==> src/rtl/wdog_pkg.sv <==
package wdog_pkg;
  typedef struct packed {
    logic clr_cmd;
    logic sleep_entry;
    logic osc_change;
    logic clk_fail;
  } wdog_clr_src_t;

  function automatic logic any_clear(wdog_clr_src_t s);
    return |s;
  endfunction
endpackage

==> src/rtl/wdog_ctrl.sv <==
module wdog_ctrl
  import wdog_pkg::*;
(
  input  logic          clk_i,
  input  logic          rst_ni,
  input  logic          hw_en_i,
  input  logic          sw_en_i,
  input  wdog_clr_src_t src_i,
  output logic          run_o,
  output logic          clear_o
);
  // software bit only matters when the fuse leaves the timer off
  always_comb begin
    if (hw_en_i) run_o = 1'b1;
    else         run_o = sw_en_i;
  end

  // disabled timer is held at zero by the same path as a restart
  assign clear_o = ~run_o | any_clear(src_i);

  assert_hw_wins_R7: assert property (@(posedge clk_i) disable iff (!rst_ni)
    hw_en_i |-> run_o);
  assert_off_clears_R12: assert property (@(posedge clk_i) disable iff (!rst_ni)
    (!hw_en_i && !sw_en_i) |-> clear_o);
endmodule

==> src/rtl/wdog_prescaler.sv <==
module wdog_prescaler #(
  parameter int PRE_DIV = 128
) (
  input  logic clk_i,
  input  logic rst_ni,
  input  logic tick_i,
  input  logic clear_i,
  output logic base_o
);
  localparam int PRE_W = (PRE_DIV > 1) ? $clog2(PRE_DIV) : 1;
  localparam logic [PRE_W-1:0] LAST = PRE_W'(PRE_DIV - 1);

  logic [PRE_W-1:0] pre_q;
  logic [PRE_W-1:0] pre_next;
  logic             pre_last;

  assign pre_last = (pre_q == LAST);
  assign base_o   = tick_i & ~clear_i & pre_last;

  generate
    if ((1 << PRE_W) == PRE_DIV) begin : g_pow2
      assign pre_next = pre_q + 1'b1;
    end else begin : g_mod
      assign pre_next = pre_last ? '0 : pre_q + 1'b1;
    end
  endgenerate

  always_ff @(posedge clk_i or negedge rst_ni) begin
    if (!rst_ni)      pre_q <= '0;
    else if (clear_i) pre_q <= '0;
    else if (tick_i)  pre_q <= pre_next;
  end

  assert_pre_clear_R3: assert property (@(posedge clk_i) disable iff (!rst_ni)
    clear_i |=> (pre_q == '0));
  assert_pre_hold_R13: assert property (@(posedge clk_i) disable iff (!rst_ni)
    (!tick_i && !clear_i) |=> $stable(pre_q));
endmodule

==> src/rtl/wdog_postscaler.sv <==
module wdog_postscaler #(
  parameter int SEL_W = 4
) (
  input  logic             clk_i,
  input  logic             rst_ni,
  input  logic             base_i,
  input  logic             clear_i,
  input  logic [SEL_W-1:0] sel_i,
  input  logic             asleep_i,
  output logic             rst_o,
  output logic             wake_o
);
  localparam int POST_W = (1 << SEL_W) - 1;
  localparam logic [POST_W:0] ONE = 1;

  logic [POST_W-1:0] post_q;
  logic [POST_W:0]   ratio;
  logic [POST_W-1:0] lim;
  logic              fire;
  logic              rst_q, wake_q;

  assign ratio = ONE << sel_i;
  assign lim   = POST_W'(ratio - 1'b1);
  // >= so a lowered select fires at the next boundary instead of wrapping
  assign fire  = base_i & (post_q >= lim);

  always_ff @(posedge clk_i or negedge rst_ni) begin
    if (!rst_ni)      post_q <= '0;
    else if (clear_i) post_q <= '0;
    else if (fire)    post_q <= '0;
    else if (base_i)  post_q <= post_q + 1'b1;
  end

  always_ff @(posedge clk_i or negedge rst_ni) begin
    if (!rst_ni) begin
      rst_q  <= 1'b0;
      wake_q <= 1'b0;
    end else begin
      rst_q  <= fire & ~asleep_i;
      wake_q <= fire & asleep_i;
    end
  end

  assign rst_o  = rst_q;
  assign wake_o = wake_q;

  assert_post_clear_R4: assert property (@(posedge clk_i) disable iff (!rst_ni)
    clear_i |=> (post_q == '0));
  assert_one_cycle_R9: assert property (@(posedge clk_i) disable iff (!rst_ni)
    rst_q |=> !rst_q);
  assert_exclusive_R10: assert property (@(posedge clk_i) disable iff (!rst_ni)
    !(rst_q && wake_q));
  assert_restart_R9: assert property (@(posedge clk_i) disable iff (!rst_ni)
    (rst_q || wake_q) |-> (post_q == '0));
endmodule

==> src/rtl/wdog_timer.sv <==
module wdog_timer
  import wdog_pkg::*;
#(
  parameter int PRE_DIV = 128,
  parameter int SEL_W   = 4
) (
  input  logic             clk_i,
  input  logic             rst_ni,
  input  logic             tick_i,
  input  logic             hw_en_i,
  input  logic             sw_en_i,
  input  logic [SEL_W-1:0] period_sel_i,
  input  logic             clr_i,
  input  logic             sleep_enter_i,
  input  logic             osc_chg_i,
  input  logic             clk_fail_i,
  input  logic             asleep_i,
  output logic             wdt_rst_o,
  output logic             wake_o,
  output logic             osc_req_o
);
  wdog_clr_src_t src;
  logic run, clear, base;

  assign src = '{clr_cmd: clr_i, sleep_entry: sleep_enter_i,
                 osc_change: osc_chg_i, clk_fail: clk_fail_i};

  wdog_ctrl u_ctrl (
    .clk_i   (clk_i),
    .rst_ni  (rst_ni),
    .hw_en_i (hw_en_i),
    .sw_en_i (sw_en_i),
    .src_i   (src),
    .run_o   (run),
    .clear_o (clear)
  );

  wdog_prescaler #(.PRE_DIV(PRE_DIV)) u_pre (
    .clk_i   (clk_i),
    .rst_ni  (rst_ni),
    .tick_i  (tick_i),
    .clear_i (clear),
    .base_o  (base)
  );

  wdog_postscaler #(.SEL_W(SEL_W)) u_post (
    .clk_i    (clk_i),
    .rst_ni   (rst_ni),
    .base_i   (base),
    .clear_i  (clear),
    .sel_i    (period_sel_i),
    .asleep_i (asleep_i),
    .rst_o    (wdt_rst_o),
    .wake_o   (wake_o)
  );

  assign osc_req_o = run;

  assert_idle_quiet_R12: assert property (@(posedge clk_i) disable iff (!rst_ni)
    !osc_req_o |=> !(wdt_rst_o || wake_o));
  assert_sw_ignored_R7: assert property (@(posedge clk_i) disable iff (!rst_ni)
    hw_en_i |-> osc_req_o);
endmodule

==> config.mk <==
export PLATFORM = sky130hd
export DESIGN_NAME = wdog_timer
export DESIGN_NICKNAME = d
export VERILOG_FILES = /design/src/rtl/wdog_pkg.sv /design/src/rtl/wdog_ctrl.sv /design/src/rtl/wdog_prescaler.sv /design/src/rtl/wdog_postscaler.sv /design/src/rtl/wdog_timer.sv
export SDC_FILE = /design/constraint.sdc
export NUM_CORES = 1
export LEC_CHECK = 0
export BUFFER_PORTS_ARGS = -buffer_cell sky130_fd_sc_hd__buf_2
export CAP_MARGIN = 20
export CORE_AREA = 8 8 50 92
export CTS_CLUSTER_SIZE = 24
export DETAILED_ROUTE_END_ITERATION = 7
export DIE_AREA = 0 0 58 100
export GPL_ROUTABILITY_DRIVEN = 0
export PLACE_DENSITY = 0.76
export SLEW_MARGIN = 0
export SYNTH_ARGS = -nofsm -noshare
export SYNTH_HDL_FRONTEND = slang
export SYNTH_SLANG_ARGS = --single-unit
==> constraint.sdc <==
create_clock -name clk_i -period 4.2 [get_ports clk_i]
set_input_delay 0.84 -clock clk_i [delete_from_list [all_inputs] [get_ports clk_i]]
set_output_delay 0.84 -clock clk_i [all_outputs]
set_load 0.005 [all_outputs]
==> out/metrics.cfg <==
[outcome]
status = finished, final reports clean

[worst_setup_path]
r2r_cells = 6
critical_path.max_fanout = 9
crit_type = in -> reg
worstSetupStartpointType = primary input
critical_path.cell_chain = buf_2 > or2_2 > or3_1 > ha_1 > o31ai_1 > a22oi_1 > ha_1 > a21oi_1 > o21ai_0 > a2111oi_4 > a21boi_4 > o31ai_1
worstPathRequired_ns = 4.37
worst_path_max_delay_cell = a2111oi_4
cp_data_arrival_time_ns = 3.90
slowest_delay_ns = 0.51
setup.worst_path.end_class = flip-flop

[cts]
cts_resized = 0
hold_buffers = 0
cts.sink_count = 24
max_h_tree_level = 1
numCtsBuffers = 3
cts_tree = done
post_cts.repair.setup_buffers = 0
clk_path_buf_depth = 2
clkSlewWorstSetupHoldPaths_ns = 0.08
root_buffer = clkbuf_8
worst_skew_pair.late_latency_ns = 0.26

[timing]
timing.final.hold_violations = 0
setup_viol = 0
maxSlewHeadroom_pct = 52.7
slew_viol_final = 0
final.setup.tns_ns = 0
post-route-min-period_ns = 3.73
timing.clock.skew_ns = 0.00310
whs_ns = 0.545
rsz0062_at_grt = false
min_period_over_period_pct = 88.8
max_freq_mhz = 268
tightestPinTransition_ns = 0.706

[placement]
port_buffers = 16
hpwl_um = 3300

[final_layout]
nets = 251
n_antenna_cell = 0
share_of_post_route_cells_with_drive_strength_above_1_pct = 13.3
area.growth.synth_to_final_pct = 9.71
utilization_pct = 57.3

[synthesis]
synth_cells = 201
syn_area_per_cell_um2 = 8.78
synth.distinct_cells = 38
ys_seq_area_share_pct = 34.0
ys.warnings.count = 0
synth_ff_type = dfrtp_1
synthesis.area_um2 = 1770
asyncSetResetFlopFracSynth_pct = 100
count_of_flip_flops_with_a_built_in_enable_after_synthesis = 0
postSynthNetCount = 233
synth-seq-cells = 24

[power]
power_switching_w = 0.000100
power.density_cell_area_nw_per_um2 = 223
static-leakage-power_nw = 0.862
clkPwrFrac_pct = 36.0
internal_power_w = 0.000332
pwr-share-seq_pct = 53.5
p_comb_share_pct = 10.5
ir_worst_vdd_mv = 0.223
power.switching_fraction_pct = 23.2
p_total_w = 0.000432

[floorplanning]
core_area_um2 = 3380
fp.dieArea_um2 = 5800
core.rowCount = 30
starting_density_of_the_core_pct = 52.3
die_h_um = 100
floorplan.die.width_um = 58
io_pins = 17

[routing]
route.detailed.drc = 0
route.detailed.vias_per_inst = 6.13
avgRoutedWirePerCell_um = 16.1
detail_route.iter0.violations = 36
antenna_violating_nets_post_route = 0
detailedRoute.firstPassIterationCount = 4
dr_total_vias = 1532
detailed_route_wl_um = 4030

[run]
max_cap_viol_count = 0

[global_routing]
global_route.overflow_total = 0
grt_start_max_net_pins = 25
grt_first_pass_wirelength_um = 7170
vias_in_the_first_global_route = 1667
aggregate_global_route_resource_usage_pct = 15.4
grt_antenna_before_repair = 0

[worst_hold_path]
hold_class = in -> async

## through the flow
step                instance area, µm²  instances  setup WS, ns
floorplan                         1770        201         0.471
detailed placement                1880        246         0.179
global placement                  1880        246         0.184
CTS                               1940        250         0.450
finish                            1940        250         0.472
global route                      1940        250         0.184
## worst paths after layout
check,startpoint,end,slack [ns]
max,period_sel_i[1],u_post.post_q[6],0.47
min,rst_ni,u_pre.pre_q[6],0.55
max reg2reg,u_post.post_q[2],u_post.post_q[0],2.02
min reg2reg,u_post.post_q[1],u_post.post_q[1],0.55
max in group asynchronous,rst_ni,u_post.post_q[2],3.30
min in group clk_i,u_post.post_q[1],u_post.post_q[1],0.55
## per-layer routing
metal	vias up	part of all wire (%)	track usage, %	wire length [µm]
met5	-	0	0	0
met4	0	4.7	8.94	188
met3	16	1.5	1.92	59
met2	20	57	29.2	2310
met1	722	37	14.9	1480
li1	774	-	-	-
## sequential cells by signal (all words and copies together), names as in the netlist
name           count
u_post.wake_o      1
u_post.post_q     15
u_pre.pre_q        7
u_post.rst_o       1
## placed cells by master (no fill, tap or decap), types with 3 or more instances in the layout
cell type	n
nand2_1	25
dfrtp_1	24
ha_1	18
o21ai_0	17
buf_2	16
nor2_1	13
nor3_1	10
a21oi_1	10
xor2_1	10
nand3_1	8
nand4_1	7
nor4_1	6
o2111ai_1	6
inv_1	5
and2_1	4
or3_1	4
clkbuf_8	4
nor2b_1	3
## final cells by class
class,count,area (µm²)
Fill cell,320,1440
Multi-Input combinational cell,167,1130
Sequential cell,24,601
Timing Repair Buffer,18,95.1
Clock buffer,4,55.1
Tap cell,32,40.0
Inverter,5,18.8
## power groups by stage
stage          clock [W]  combinational [W]  sequential (W)
3_3_place_gp           0          0.0000447        0.000236
2_1_floorplan          0          0.0000266        0.000236
4_1_cts         0.000161          0.0000465        0.000231
6_report        0.000155          0.0000456        0.000231
3_5_place_dp           0          0.0000465        0.000236
5_1_grt         0.000168          0.0000527        0.000231
## kinds of logic (layout without fill, tap and decap cells)
group	after synthesis	count (layout)	synth area share, %
simple gates	89	89	26.2
compound gates	47	47	18.4
flops	24	24	34.0
fa+ha+maj	18	18	12.8
xor+xnor	12	12	5.95
buf+inv	10	27	2.13
mux	1	1	0.567
## worst max-delay path, delay by kind of cell
| kind | cells | cell delay (ns) |
|---|---|---|
| compound gates | 7 | 1.59 |
| fa+ha+maj | 2 | 0.64 |
| simple gates | 2 | 0.67 |
| buf+inv | 1 | 0.15 |
## synth_stat cells (all sizes together) (2+ instances only)
library cell / number / area [µm²]
and2: 4 / 25.0
o2111ai: 6 / 52.6
inv: 5 / 18.8
ha: 18 / 225
a21oi: 10 / 50.1
o211ai: 2 / 15.0
o31a: 2 / 17.5
or2: 2 / 12.5
nor2: 13 / 48.8
nand3: 8 / 40.0
nor2b: 3 / 18.8
xnor2: 2 / 17.5
clkbuf: 4 / 15.0
and2b: 2 / 17.5
nor4: 6 / 37.5
xor2: 10 / 87.6
dfrtp: 24 / 601
nand2: 25 / 93.8
or3: 4 / 25.0
o31ai: 2 / 15.0
nor3: 11 / 66.3
nand2b: 2 / 12.5
o21ai: 18 / 90.1
nand4: 8 / 56.3
No activity file was read; power rests on OpenSTA's default activity.
